$ cat config.mk
export PLATFORM = sky130hd
export DESIGN_NAME = iq_power_meter
export DESIGN_NICKNAME = d
export VERILOG_FILES = /design/src/rtl/iq_pm_pkg.sv /design/src/rtl/iq_pm_rst_sync.sv /design/src/rtl/iq_pm_square.sv /design/src/rtl/iq_pm_seq.sv /design/src/rtl/iq_pm_accum.sv /design/src/rtl/iq_power_meter.sv
export SDC_FILE = /design/constraint.sdc
export NUM_CORES = 2
export LEC_CHECK = 0
export ABC_CLOCK_PERIOD_IN_PS = 5660
export BUFFER_PORTS_ARGS = -buffer_cell sky130_fd_sc_hd__buf_2
export CORE_MARGIN = 10
export CORE_UTILIZATION = 37
export DETAILED_ROUTE_END_ITERATION = 10
export HOLD_SLACK_MARGIN = 0.08
export SLEW_MARGIN = 30
export SYNTH_ARGS = -nofsm -noshare
export SYNTH_HDL_FRONTEND = slang
export SYNTH_SLANG_ARGS = --single-unit
$ cat constraint.sdc
create_clock -name clk -period 5.66 [get_ports clk]
set_input_delay 0.283 -clock clk [delete_from_list [all_inputs] [get_ports clk]]
set_output_delay 0.283 -clock clk [all_outputs]
set_load 0.03 [all_outputs]
$ cat src/rtl/iq_pm_pkg.sv
package iq_pm_pkg;
  typedef enum logic [1:0] {
    PM_IDLE  = 2'd0,
    PM_DELAY = 2'd1,
    PM_RUN   = 2'd2
  } pm_state_e;
endpackage

$ cat src/rtl/iq_pm_rst_sync.sv
module iq_pm_rst_sync (
  input  logic clk,
  input  logic rst_n,
  output logic rst_n_sync
);
  logic [1:0] stage_q;

  always_ff @(posedge clk or negedge rst_n) begin
    if (!rst_n) stage_q <= 2'b00;
    else        stage_q <= {stage_q[0], 1'b1};
  end

  assign rst_n_sync = stage_q[1];
endmodule

$ cat src/rtl/iq_pm_square.sv
module iq_pm_square #(
  parameter int DATA_W = 16
) (
  input  logic signed [DATA_W-1:0] din,
  output logic        [2*DATA_W-1:0] sq
);
  logic signed [2*DATA_W-1:0] prod;

  always_comb begin
    prod = din * din;
    sq   = prod;
  end
endmodule

$ cat src/rtl/iq_pm_seq.sv
module iq_pm_seq
  import iq_pm_pkg::*;
#(
  parameter int CNT_W     = 21,
  parameter int DLY_W     = 9,
  parameter int DLY_SHIFT = 3
) (
  input  logic             clk,
  input  logic             rst_n,
  input  logic             sync_i,
  input  logic             valid_i,
  input  logic [CNT_W-1:0] win_len,
  input  logic [CNT_W-1:0] period,
  input  logic [DLY_W-1:0] dly,
  output logic             acc_clr,
  output logic             acc_en,
  output logic             win_last
);
  localparam int DC_W = DLY_W + DLY_SHIFT;

  pm_state_e        st_q, st_nx;
  logic [DC_W-1:0]  dly_q, dly_nx;
  logic [CNT_W-1:0] per_q, per_nx;
  logic [CNT_W-1:0] win_q, win_nx;
  logic             on_q, on_nx;
  logic [DC_W-1:0]  dly_load;
  logic [CNT_W-1:0] per_inc, win_inc;
  logic             upd_en;

  assign dly_load = {dly, {DLY_SHIFT{1'b0}}};
  assign per_inc  = per_q + CNT_W'(1);
  assign win_inc  = win_q + CNT_W'(1);
  assign upd_en   = sync_i | valid_i;

  always_comb begin
    st_nx    = st_q;
    dly_nx   = dly_q;
    per_nx   = per_q;
    win_nx   = win_q;
    on_nx    = on_q;
    acc_clr  = 1'b0;
    acc_en   = 1'b0;
    win_last = 1'b0;
    if (sync_i) begin
      acc_clr = 1'b1;
      per_nx  = '0;
      win_nx  = '0;
      dly_nx  = dly_load;
      if (dly_load == '0) begin
        st_nx = PM_RUN;
        on_nx = 1'b1;
      end else begin
        st_nx = PM_DELAY;
        on_nx = 1'b0;
      end
    end else if (valid_i) begin
      case (st_q)
        PM_DELAY: begin
          dly_nx = dly_q - DC_W'(1);
          if (dly_q == DC_W'(1)) begin
            st_nx = PM_RUN;
            on_nx = 1'b1;
          end
        end
        PM_RUN: begin
          if (on_q) begin
            acc_en = 1'b1;
            win_nx = win_inc;
            if (win_inc == win_len) begin
              win_last = 1'b1;
              on_nx    = 1'b0;
            end
          end
          if (per_inc == period) begin
            per_nx  = '0;
            win_nx  = '0;
            on_nx   = 1'b1;
            acc_clr = 1'b1;
          end else begin
            per_nx = per_inc;
          end
        end
        default: ;
      endcase
    end
  end

  always_ff @(posedge clk or negedge rst_n) begin
    if (!rst_n) begin
      st_q  <= PM_IDLE;
      dly_q <= '0;
      per_q <= '0;
      win_q <= '0;
      on_q  <= 1'b0;
    end else if (upd_en) begin
      st_q  <= st_nx;
      dly_q <= dly_nx;
      per_q <= per_nx;
      win_q <= win_nx;
      on_q  <= on_nx;
    end
  end
endmodule

$ cat src/rtl/iq_pm_accum.sv
module iq_pm_accum #(
  parameter int PWR_W = 33,
  parameter int ACC_W = 54
) (
  input  logic             clk,
  input  logic             rst_n,
  input  logic             acc_clr,
  input  logic             acc_en,
  input  logic             win_last,
  input  logic [PWR_W-1:0] pwr,
  output logic [ACC_W-1:0] result_o,
  output logic             irq_o
);
  logic [ACC_W-1:0] acc_q, acc_nx;
  logic [ACC_W-1:0] res_q;
  logic [ACC_W-1:0] sum;
  logic             irq_q;
  logic             acc_we;

  assign sum    = acc_q + ACC_W'(pwr);
  assign acc_we = acc_en | acc_clr;

  always_comb begin
    acc_nx = acc_q;
    if (acc_en)  acc_nx = sum;
    if (acc_clr) acc_nx = '0;
  end

  always_ff @(posedge clk or negedge rst_n) begin
    if (!rst_n) begin
      acc_q <= '0;
      res_q <= '0;
      irq_q <= 1'b0;
    end else begin
      irq_q <= win_last;
      if (acc_we)   acc_q <= acc_nx;
      if (win_last) res_q <= sum;
    end
  end

  assign result_o = res_q;
  assign irq_o    = irq_q;
endmodule

$ cat src/rtl/iq_power_meter.sv
module iq_power_meter #(
  parameter int DATA_W    = 16,
  parameter int CNT_W     = 21,
  parameter int LO_W      = 16,
  parameter int DLY_W     = 9,
  parameter int DLY_SHIFT = 3,
  localparam int HI_W     = CNT_W - LO_W,
  localparam int PWR_W    = 2 * DATA_W + 1,
  localparam int ACC_W    = PWR_W + CNT_W
) (
  input  logic              clk,
  input  logic              rst_n,
  input  logic              sync_i,
  input  logic              smp_valid_i,
  input  logic [DATA_W-1:0] smp_i_i,
  input  logic [DATA_W-1:0] smp_q_i,
  input  logic [LO_W-1:0]   cnt_lo_i,
  input  logic [HI_W-1:0]   cnt_hi_i,
  input  logic [LO_W-1:0]   per_lo_i,
  input  logic [HI_W-1:0]   per_hi_i,
  input  logic [DLY_W-1:0]  dly_i,
  output logic [ACC_W-1:0]  pwr_result_o,
  output logic              pwr_irq_o
);
  localparam int LANES = 2;

  logic                               rst_n_sync;
  logic [LANES-1:0][DATA_W-1:0]       lane_in;
  logic [LANES-1:0][2*DATA_W-1:0]     lane_sq;
  logic [PWR_W-1:0]                   pwr;
  logic                               acc_clr, acc_en, win_last;

  iq_pm_rst_sync u_rst (
    .clk        (clk),
    .rst_n      (rst_n),
    .rst_n_sync (rst_n_sync)
  );

  assign lane_in[0] = smp_i_i;
  assign lane_in[1] = smp_q_i;

  for (genvar g = 0; g < LANES; g++) begin : g_lane
    iq_pm_square #(.DATA_W(DATA_W)) u_sq (
      .din (lane_in[g]),
      .sq  (lane_sq[g])
    );
  end

  assign pwr = PWR_W'(lane_sq[0]) + PWR_W'(lane_sq[1]);

  iq_pm_seq #(
    .CNT_W     (CNT_W),
    .DLY_W     (DLY_W),
    .DLY_SHIFT (DLY_SHIFT)
  ) u_seq (
    .clk      (clk),
    .rst_n    (rst_n_sync),
    .sync_i   (sync_i),
    .valid_i  (smp_valid_i),
    .win_len  ({cnt_hi_i, cnt_lo_i}),
    .period   ({per_hi_i, per_lo_i}),
    .dly      (dly_i),
    .acc_clr  (acc_clr),
    .acc_en   (acc_en),
    .win_last (win_last)
  );

  iq_pm_accum #(
    .PWR_W (PWR_W),
    .ACC_W (ACC_W)
  ) u_acc (
    .clk      (clk),
    .rst_n    (rst_n_sync),
    .acc_clr  (acc_clr),
    .acc_en   (acc_en),
    .win_last (win_last),
    .pwr      (pwr),
    .result_o (pwr_result_o),
    .irq_o    (pwr_irq_o)
  );
endmodule

==> run_results.csv <==
group,metric,value,unit
global_route,track_usage,0.174,
sta,highest_clock_rate,124,MHz
run,timing.max_cap.violations,0,
final_layout,final_layout_size_suffix_gt1_frac,0.320,
synthesis,cell_count_after_synthesis,3207,
clocking,clkLatencyLatePin,470,ps
synthesis,synth.cells.most_frequent,"inv_1, fa_1, nand2_1, ha_1, dfrtp_1",
sta,setup_viol_count_final,91,
floorplan,area_of_the_core_region,0.0789,mm^2
floorplan,die_width,302,um
setup_path,critical-path-max-stage-delay,560,ps
global_route,maximum_number_of_pins_on_one_net_before_global_route_repair,97,
route,finalWirelength,78.1,mm
clocking,cts.reportedPaths.clkPinSlew,80,ps
placement,dp_hpwl,62.3,mm
placement,portBuffers,141,
clocking,cts.root.buffer_cell,"clkbuf_16",
synthesis,yosysWarningCount,0,
setup_path,cpMaxStageDelayCell,"fa_1",
status,violations,"negative setup slack",
setup_path,startpoint_type,"input port",
final_layout,fillCellCount,7288,
synthesis,ffs_w_async_s_r_synth,1.00,
sta,timing.final.ws_setup,-2430,ps
synthesis,postSynthNetCount,4005,
route,detailedRoute.firstPassIterationCount,5,
floorplan,initial_utilization,0.373,
global_route,via_count_of_the_first_global_routing_pass,25800,
floorplan,die_area,0.0912,mm^2
route,drt-wirelength-per-cell,15.9,um
clocking,cts_made_buffers,17,
global_route,globalRoute.totalOverflow,0,
clocking,cts_num_sinks,168,
synthesis,synth.top_cell.area_share,0.344,
final_layout,area_growth_syn_to_layout,33.7,%
synthesis,yosysMostFrequentCell,"inv_1",
synthesis,synth-seq-cells,168,
sta,timing.final.hold_violations,0,
placement,gpl.final_weighted_congestion,0.889,
synthesis,ys_types,77,
route,routed_via_density,4.84,
route,post-route-drc-count,0,
floorplan,floorplan.die.height,302,um
setup_path,crit_path_max_fanout,7,
setup_path,worst-endpoint-required,6040,ps
setup_path,timing_worst_setup_path_type,"input port to register",
setup_path,path_common_cell,"fa_1",
sta,headroom_to_the_max_slew_limit,0.314,
floorplan,floorplan.rows,103,
setup_path,worst_setup_path_end_kind,"register",
final_layout,fin_nets,4661,
clocking,cts_tree,"done",
synthesis,syn_avg_cell_area,9.17,um^2
synthesis,synth_seq_area_share,0.143,
route,drtAntennaViolNets,0,
setup_path,arrival,8480,ps
sta,period_needed,8090,ps
sta,grt_setup_unrepaired,"yes",
floorplan,io_pins,142,
sta,tightest_slew,1030,ps
worst_hold_path,min_path_type,"input port to asynchronous set/reset pin",
route,dr_total_vias,23900,
sta,clock_skew,28.3,ps
sta,report.final.slew_viol_count,0,
status,outcome,"finished, violations left",
final_layout,finish.utilization,0.499,
synthesis,synthDominantAreaCellType,"fa_1",
sta,final.period_utilization,1.43,
clocking,cts-htree-levels,4,
clocking,cts.path.max_buffers,2,
global_route,grt_pass1_wl,129,mm
synthesis,synth_area,0.0294,mm^2
global_route,grt_antenna_before_repair,0,
synthesis,commonest_register_cell_after_synthesis,"dfrtp_1",
synthesis,synthTopCellsByArea,"fa_1, dfrtp_1, inv_1",
final_layout,antenna-diode-count,0,
route,detail_route.iter0.violations,922,
synthesis,synth_edf_count,0,
==> area by class of cell <==
class | instances | area, um^2 | share of cell area
multi-input combinational | 2173 | 24400 | 0.621
timing repair buffer | 748 | 5990 | 0.152
sequential | 168 | 4210 | 0.107
inverter | 755 | 2840 | 0.0723
tap | 1050 | 1310 | 0.0334
clock buffer | 19 | 433 | 0.0110
clock inverter | 13 | 125 | 0.00318
==> layer usage <==
layer | routed length [um] | GRT usage | vias up
li1 | - | - | 11300
met1 | 33000 | 0.216 | 12100
met2 | 40800 | 0.316 | 333
met3 | 3120 | 0.0278 | 67
met4 | 1120 | 0.0307 | 0
met5 | 0 | 0 | -
==> worst paths after layout <==
| check | to | from | slack (ps) | cells past startpoint |
|---|---|---|---|---|
| worst max-delay path | u_acc.acc_q[46] | smp_q_i[9] | -2430 | 35 |
| worst min-delay path | u_rst.stage_q[1] | rst_n | 120 | 2 |
| worst max register to register | u_acc.acc_q[37] | u_seq.per_q[2] | 1450 | 10 |
| worst min register to register | u_seq.win_q[2] | u_rst.stage_q[1] | 270 | 0 |
| max in group asynchronous | u_acc.result_o[22] | u_rst.stage_q[1] | 4440 | 1 |
| min in group clk | u_seq.dly_q[1] | smp_valid_i | 300 | 3 |
==> cell families (layout without fill, tap and decap cells) <==
family | after synthesis | in the layout | share of synthesized area
multiplexers | 65 | 65 | 0.0266
AO/OA/AOI/OAI | 455 | 455 | 0.0986
adder cells (fa/ha/maj) | 711 | 711 | 0.431
flip-flops | 168 | 168 | 0.143
AND/OR/NAND/NOR | 747 | 748 | 0.128
XOR/XNOR | 193 | 193 | 0.0575
other | 1 | 1 | 0.000127
buffers and inverters | 867 | 1535 | 0.115
==> placed cells by master (no fill, tap or decap), types with 16 or more instances in the layout <==
master       n
xnor2_2     21
buf_2      114
xnor2_1    103
or3_1       27
o21ai_0     81
nand2_2     19
nor2b_1     25
ha_4        44
inv_2       46
a21oi_4     16
buf_6       93
and2_4      22
ha_1       157
clkbuf_16   17
fa_1       492
nor2_1     103
inv_1      705
and2_1      65
and3_1      22
nor3_1      37
nand4_1     22
xor2_2      18
buf_4      500
xor2_1      43
dfrtp_1    167
nand2_1    210
a22o_1      35
a21o_1      50
nand2b_1    18
a21oi_2     36
mux2_2      31
mux2_4      23
a21oi_1     70
o21ai_2     20
nand3_1     42
==> stage by stage <==
stage                     cells  hold WS [ps]  TNS (ps)  cell area [um^2]  setup slack [ps]
final                      4926           116   -161760             39300             -2430
after global placement     4786          70.0   -222510             35400             -3100
after CTS                  4893           101   -153570             38200             -2280
after detailed placement   4787          71.0   -226270             35400             -3140
after global routing       4926           125   -183870             39300             -2610
after floorplan            3207         -12.6   -151710             30300             -2420
==> state kept, by name (all words and copies together) (netlist names) <==
register	flops
u_seq.on_q	1
u_acc.irq_o	1
u_seq.st_q	2
u_acc.acc_q	54
u_seq.per_q	21
u_acc.result_o	54
u_seq.win_q	21
u_seq.dly_q	12
u_rst.stage_q	2
==> worst max-delay path, delay by kind of cell <==
family                     cells  cell delay [ps]
adders and majority gates      9             3970
AOI/OAI and AO/OA             11             1940
and+or+nand+nor                5             1390
buffers and inverters          9              770
xor gates and xnor gates       1              100
==> what timing repair did <==
action                                  4_1_cts  5_1_grt
hold buffers                                 10        0
gates cloned                                  2        0
endpoints found under the setup margin       94       93
setup buffers                                68       54
endpoints found under the hold margin        11        0
pin swaps                                   115      139
gates resized for setup                     350      204
Power is not shown: default switching activity piles up to over one toggle a cycle in this logic, so the estimate is an artifact.
